--- config.mk ---
export PLATFORM = sky130hd
export DESIGN_NAME = nvs_seq_detect
export DESIGN_NICKNAME = d
export VERILOG_FILES = /design/src/rtl/nvs_seq_pkg.sv /design/src/rtl/nvs_key_match.sv /design/src/rtl/nvs_step_tracker.sv /design/src/rtl/nvs_seq_detect.sv
export SDC_FILE = /design/constraint.sdc
export NUM_CORES = 1
export LEC_CHECK = 0
export ABC_AREA = 1
export BUFFER_PORTS_ARGS = -buffer_cell sky130_fd_sc_hd__buf_2
export CAP_MARGIN = 40
export CORE_AREA = 4 4 41 43
export DETAILED_ROUTE_END_ITERATION = 7
export DIE_AREA = 0 0 45 47
export PLACE_DENSITY = 0.71
export SYNTH_ARGS = -nofsm -noshare
export SYNTH_HDL_FRONTEND = slang
export SYNTH_HIERARCHICAL = 1
export SYNTH_SLANG_ARGS = --single-unit
--- constraint.sdc ---
create_clock -name clk -period 2.6 [get_ports clk]
set_input_delay 0.78 -clock clk [delete_from_list [all_inputs] [get_ports clk]]
set_output_delay 0.78 -clock clk [all_outputs]
set_load 0.01 [all_outputs]
--- src/rtl/nvs_seq_pkg.sv ---
package nvs_seq_pkg;
  localparam int KEY_W      = 13;
  localparam int PREFIX_LEN = 5;
  localparam logic [KEY_W-1:0] STORE_KEY  = 13'h0F0F;
  localparam logic [KEY_W-1:0] RECALL_KEY = 13'h0F0E;

  // Ordered prefix of the unlock pattern; the order is behaviour.
  function automatic logic [KEY_W-1:0] prefix_key(input int idx);
    case (idx)
      0:       prefix_key = 13'h0000;
      1:       prefix_key = 13'h1555;
      2:       prefix_key = 13'h0AAA;
      3:       prefix_key = 13'h1FFF;
      default: prefix_key = 13'h10F0;
    endcase
  endfunction
endpackage

--- src/rtl/nvs_key_match.sv ---
module nvs_key_match #(
  parameter int ADDR_W = nvs_seq_pkg::KEY_W,
  parameter int NPRE   = nvs_seq_pkg::PREFIX_LEN,
  localparam int STEP_W = $clog2(NPRE + 1)
) (
  input  logic [ADDR_W-1:0] addr,
  input  logic [STEP_W-1:0] step,
  output logic              prefix_hit,
  output logic              is_first,
  output logic              is_store,
  output logic              is_recall
);
  logic [NPRE-1:0] hit_vec;

  for (genvar g = 0; g < NPRE; g++) begin : g_key
    assign hit_vec[g] = (addr == ADDR_W'(nvs_seq_pkg::prefix_key(g)));
  end

  always_comb begin
    prefix_hit = 1'b0;
    for (int i = 0; i < NPRE; i++)
      if (step == STEP_W'(i)) prefix_hit = hit_vec[i];
  end

  assign is_first  = hit_vec[0];
  assign is_store  = (addr == ADDR_W'(nvs_seq_pkg::STORE_KEY));
  assign is_recall = (addr == ADDR_W'(nvs_seq_pkg::RECALL_KEY));
endmodule

--- src/rtl/nvs_step_tracker.sv ---
module nvs_step_tracker #(
  parameter int NPRE = nvs_seq_pkg::PREFIX_LEN,
  localparam int STEP_W = $clog2(NPRE + 1)
) (
  input  logic              clk,
  input  logic              rst_n,
  input  logic              take,
  input  logic              is_wr,
  input  logic              busy,
  input  logic              inhibit,
  input  logic              prefix_hit,
  input  logic              is_first,
  input  logic              is_store,
  input  logic              is_recall,
  output logic [STEP_W-1:0] step,
  output logic              store_req,
  output logic              recall_req
);
  localparam logic [STEP_W-1:0] LAST = STEP_W'(NPRE);

  logic [STEP_W-1:0] restart;
  assign restart = is_first ? STEP_W'(1) : '0;

  always_ff @(posedge clk) begin
    if (!rst_n) begin
      step       <= '0;
      store_req  <= 1'b0;
      recall_req <= 1'b0;
    end else begin
      store_req  <= 1'b0;
      recall_req <= 1'b0;
      if (busy) begin
        step <= '0;
      end else if (take) begin
        if (is_wr) begin
          step <= '0;
        end else if (step == LAST) begin
          if (is_store || is_recall) begin
            store_req  <= is_store & ~inhibit;
            recall_req <= is_recall;
            step       <= '0;
          end else begin
            step <= restart;
          end
        end else if (prefix_hit) begin
          step <= step + 1'b1;
        end else begin
          step <= restart;
        end
      end
    end
  end

  // the step counter never runs past the final step
  a_r10_step_bound: assert property (@(posedge clk) disable iff (!rst_n)
    step <= LAST);
  // a request always leaves the tracker idle
  a_r10_idle_after_req: assert property (@(posedge clk) disable iff (!rst_n)
    (store_req || recall_req) |-> step == '0);
endmodule

--- src/rtl/nvs_seq_detect.sv ---
module nvs_seq_detect #(
  parameter int ADDR_W = nvs_seq_pkg::KEY_W,
  parameter int NPRE   = nvs_seq_pkg::PREFIX_LEN,
  localparam int STEP_W = $clog2(NPRE + 1)
) (
  input  logic              clk,
  input  logic              rst_n,
  input  logic              acc_valid,
  input  logic [ADDR_W-1:0] acc_addr,
  input  logic              acc_write,
  input  logic              xfer_busy,
  input  logic              store_inhibit,
  output logic              store_req,
  output logic              recall_req
);
  logic [STEP_W-1:0] step;
  logic prefix_hit, is_first, is_store, is_recall;

  nvs_key_match #(.ADDR_W(ADDR_W), .NPRE(NPRE)) u_match (
    .addr(acc_addr), .step(step), .prefix_hit(prefix_hit),
    .is_first(is_first), .is_store(is_store), .is_recall(is_recall)
  );

  nvs_step_tracker #(.NPRE(NPRE)) u_track (
    .clk(clk), .rst_n(rst_n), .take(acc_valid), .is_wr(acc_write),
    .busy(xfer_busy), .inhibit(store_inhibit), .prefix_hit(prefix_hit),
    .is_first(is_first), .is_store(is_store), .is_recall(is_recall),
    .step(step), .store_req(store_req), .recall_req(recall_req)
  );

  // never both requests at once
  a_r3_one_req: assert property (@(posedge clk) disable iff (!rst_n)
    $onehot0({store_req, recall_req}));
  // store pulse lasts one cycle
  a_r2_store_pulse: assert property (@(posedge clk) disable iff (!rst_n)
    store_req |=> !store_req);
  // recall pulse lasts one cycle
  a_r3_recall_pulse: assert property (@(posedge clk) disable iff (!rst_n)
    recall_req |=> !recall_req);
  // a write never produces a request
  a_r4_write_no_req: assert property (@(posedge clk) disable iff (!rst_n)
    (acc_valid && acc_write) |=> !store_req && !recall_req);
  // no strobe, no request
  a_r7_no_strobe: assert property (@(posedge clk) disable iff (!rst_n)
    !acc_valid |=> !store_req && !recall_req);
  // inhibit blocks store
  a_r8_inhibit: assert property (@(posedge clk) disable iff (!rst_n)
    store_inhibit |=> !store_req);
  // busy blocks every request
  a_r9_busy: assert property (@(posedge clk) disable iff (!rst_n)
    xfer_busy |=> !store_req && !recall_req);
endmodule

==> impl_metrics.env <==
export IMPL_syn_avg_cell_area_um2=5.588
export IMPL_grt_usage_pct=14.61
export IMPL_rr_worst_depth=9
export IMPL_vias=680
export IMPL_gp_congestion=0.8312
export IMPL_startpoint="acc_addr[6]"
export IMPL_antenna_found_initial=0
export IMPL_pwr_density_cell_nw_per_um2=287.9
export IMPL_cts_sinks=5
export IMPL_grt_pass1_vias=604
export IMPL_diodes=0
export IMPL_syn2layout_area_growth_pct=25.22
export IMPL_dieArea_um2=2115
export IMPL_synth_distinct_cells=20
export IMPL_maxCapViolCount=0
export IMPL_port_buffers=20
export IMPL_ys_ff_latch=5
export IMPL_timing_final_crit_share_pct=66.70
export IMPL_slew_violations=0
export IMPL_rrSetupSlack_ns=1.10
export IMPL_syn_area_um2=575.6
export IMPL_cts_path_max_buffers=2
export IMPL_cts_max_level=1
export IMPL_path_class="primary input to flip-flop"
export IMPL_hpwlAfterDp_um=1140
export IMPL_rsz0062_at_grt="false"
export IMPL_drt_iter0_drc=16
export IMPL_top_usage_layer="met2"
export IMPL_fin_crit_ns=1.734
export IMPL_drive_gt1_share_pct=29.13
export IMPL_cp_required_ns=2.74
export IMPL_clk_pin_slew_ns=0.04
export IMPL_grt_max_degree=9
export IMPL_use_met1_pct=18.41
export IMPL_setup_viol=0
export IMPL_dr_pass1_iters=4
export IMPL_grt_remaining_overflow=0
export IMPL_p_int_uw=152.0
export IMPL_fin_cells=142
export IMPL_cts_setup_buffers=0
export IMPL_hold_violations=0
export IMPL_cts_made_buffers=3
export IMPL_swShare_pct=26.74
export IMPL_status="finished, final reports clean"
export IMPL_synth_edff_count=0
export IMPL_ant_nets=0
export IMPL_viasPerCell=4.789
export IMPL_crit_fanout=3
export IMPL_post_cts_resized=0
export IMPL_synth_warning_count=6
export IMPL_slowest_delay_ns=0.17
export IMPL_leakagePower_uw=0.0003459
export IMPL_core_area_um2=1301
export IMPL_synth_async_reset_ratio_pct=0
export IMPL_setup_tns_ns=0
export IMPL_drc=0
export IMPL_nNetsFinal=149
export IMPL_synthFlopType="dfxtp_1"
export IMPL_crit_slowest_cell="nor4_1"
export IMPL_clock_latency_ns=0.24
export IMPL_pwr_share_seq_pct=37.1
export IMPL_ir_drop_uv=202.3
export IMPL_die_w_um=45
export IMPL_skew_ns=0.001096
export IMPL_die_height_um=47
export IMPL_num_rows=13
export IMPL_r2r_start="u_track/step[1]$_SDFFE_PP0P_"
export IMPL_cp_start_kind="primary input"
export IMPL_grt_use_met3_pct=5.747
export IMPL_grt_use_met2_pct=24.29
export IMPL_wirelength_um=1324
export IMPL_fmax_mhz=576.6
export IMPL_root_buffer="clkbuf_4"
export IMPL_num_io_pins=21
export IMPL_cts_tree="built"
export IMPL_endpoint="u_track/step[0]$_SDFFE_PP0P_"
export IMPL_grt_first_pass_wirelength_um=2270
export IMPL_routedWlPerCell_um=9.324
export IMPL_crit_arrival_ns=1.87
export IMPL_synth_cells=103
export IMPL_worstMarginPinSlew_ns=0.2840
export IMPL_seq_area_frac_synth_pct=17.39
export IMPL_postCtsHoldBufs=0
export IMPL_cp_end_kind="flip-flop"
export IMPL_crit_chain="buf_2 -> inv_1 -> nand2_4 -> nor2_2 -> inv_2 -> nor4_1 -> inv_1 -> nand2_1 -> nand2_1 -> nand2_1 -> nor2_1 -> nor2_1 -> nor2_1"
export IMPL_p_sw_uw=55.49
export IMPL_slew_headroom_pct=81.04
export IMPL_initial_core_util_pct=44.23
export IMPL_p_comb_share_pct=20.1
export IMPL_syn_nets=124
export IMPL_clkPwrFrac_pct=42.8
export IMPL_dp_cells=138
export IMPL_r2r_end="u_track/step[2]$_SDFFE_PP0P_"
export IMPL_hp_class="flip-flop to flip-flop"
-- per-layer routing --
metal,up-vias,part of all wire (%)
met4,0,0
met2,14,47
met5,-,0
met1,291,47
li1,375,-
met3,0,6.2
-- logic make-up after synthesis --
family          count (synthesis)  synth area share, %
compound gates                  2                1.739
fa+ha+maj                       2                4.347
xor+xnor                        1                1.522
buf+inv                        21                13.70
flops                           5                17.39
simple gates                   72                61.30
-- cells in the mapped netlist, types with 2 or more instances --
| cell type | instances | area [um2] |
|---|---|---|
| nor2_1 | 23 | 86.33 |
| nand2_1 | 19 | 71.32 |
| inv_1 | 16 | 60.06 |
| nand4_1 | 9 | 56.30 |
| nand3_1 | 6 | 30.03 |
| dfxtp_1 | 5 | 100.1 |
| inv_2 | 5 | 18.77 |
| nor2_2 | 3 | 18.77 |
| a21oi_1 | 2 | 10.01 |
| ha_1 | 2 | 25.02 |
| nand2_2 | 2 | 12.51 |
| nor3_1 | 2 | 10.01 |
| nor4_1 | 2 | 12.51 |
-- worst max-delay path: cells and delay by family --
kind,cells,cell delay [ns]
AND/OR/NAND/NOR,9,0.71
buffers and inverters,4,0.37
-- per-stage QoR --
stage          hold slack (ns)  utilization, %  power [uW]  cell area (um2)  worst slack (ns)
2_1_floorplan           0.4955               -       95.91            575.6            0.8504
3_3_place_gp            0.5427           53.37       119.1            694.4            0.6608
3_5_place_dp            0.5356           53.37       119.8            694.4            0.6080
4_1_cts                 0.5421           55.38       211.1            720.7            0.8665
5_1_grt                 0.5957           55.38       223.0            720.7            0.6754
6_report                0.5367           55.38       207.5            720.7            0.8658
-- area by class of cell --
| class | count | area (um2) |
|---|---|---|
| clock buffer | 4 | 26.28 |
| fill | 142 | 580.6 |
| inverter | 21 | 78.83 |
| multi-input combinational | 77 | 396.6 |
| sequential | 5 | 100.1 |
| tap | 15 | 18.77 |
| timing repair buffer | 20 | 100.1 |
-- layout by cell type (no fill, tap or decap) --
cell type  synthesis  layout
a21oi_1            2       2
buf_2              0      20
clkbuf_1           0       1
clkbuf_4           0       3
dfxtp_1            5       5
ha_1               2       2
inv_1             16      16
inv_2              5       5
nand2_1           19      19
nand2_2            2       2
nand2_4            1       1
nand3_1            6       6
nand3b_1           1       1
nand4_1            9       9
nor2_1            23      23
nor2_2             3       3
nor2_4             1       1
nor2b_2            1       1
nor3_1             2       2
nor3_2             1       1
nor4_1             2       2
or2_1              1       1
xor2_1             1       1
-- worst min path at each step --
stage | start | endpoint | slack [ns] | cells past startpoint
final | u_track/step[1]$_SDFFE_PP0P_ | u_track/step[1]$_SDFFE_PP0P_ | 0.54 | 2
after floorplan | u_track/step[1]$_SDFFE_PP0P_ | u_track/step[1]$_SDFFE_PP0P_ | 0.50 | 2
after global placement | u_track/step[1]$_SDFFE_PP0P_ | u_track/step[1]$_SDFFE_PP0P_ | 0.54 | 2
after CTS | u_track/step[1]$_SDFFE_PP0P_ | u_track/step[1]$_SDFFE_PP0P_ | 0.54 | 2
after detailed placement | u_track/step[1]$_SDFFE_PP0P_ | u_track/step[1]$_SDFFE_PP0P_ | 0.54 | 2
after global routing | u_track/step[1]$_SDFFE_PP0P_ | u_track/step[1]$_SDFFE_PP0P_ | 0.60 | 2
-- power by group through the flow --
stage                     sequential, uW  combinational, uW  clock (uW)
after floorplan                     78.3               17.6           0
after global placement              78.3               40.8           0
after detailed placement            78.3               41.5           0
after CTS                           77.0               41.7        92.5
after global routing                76.8               47.0        99.2
final                               77.0               41.7        88.8
-- registers in the layout, indices dropped and copies added, names as in the netlist --
signal,flops
u_track/step,3
u_track/recall_req,1
u_track/store_req,1
Power figures use the tool's default switching activity.
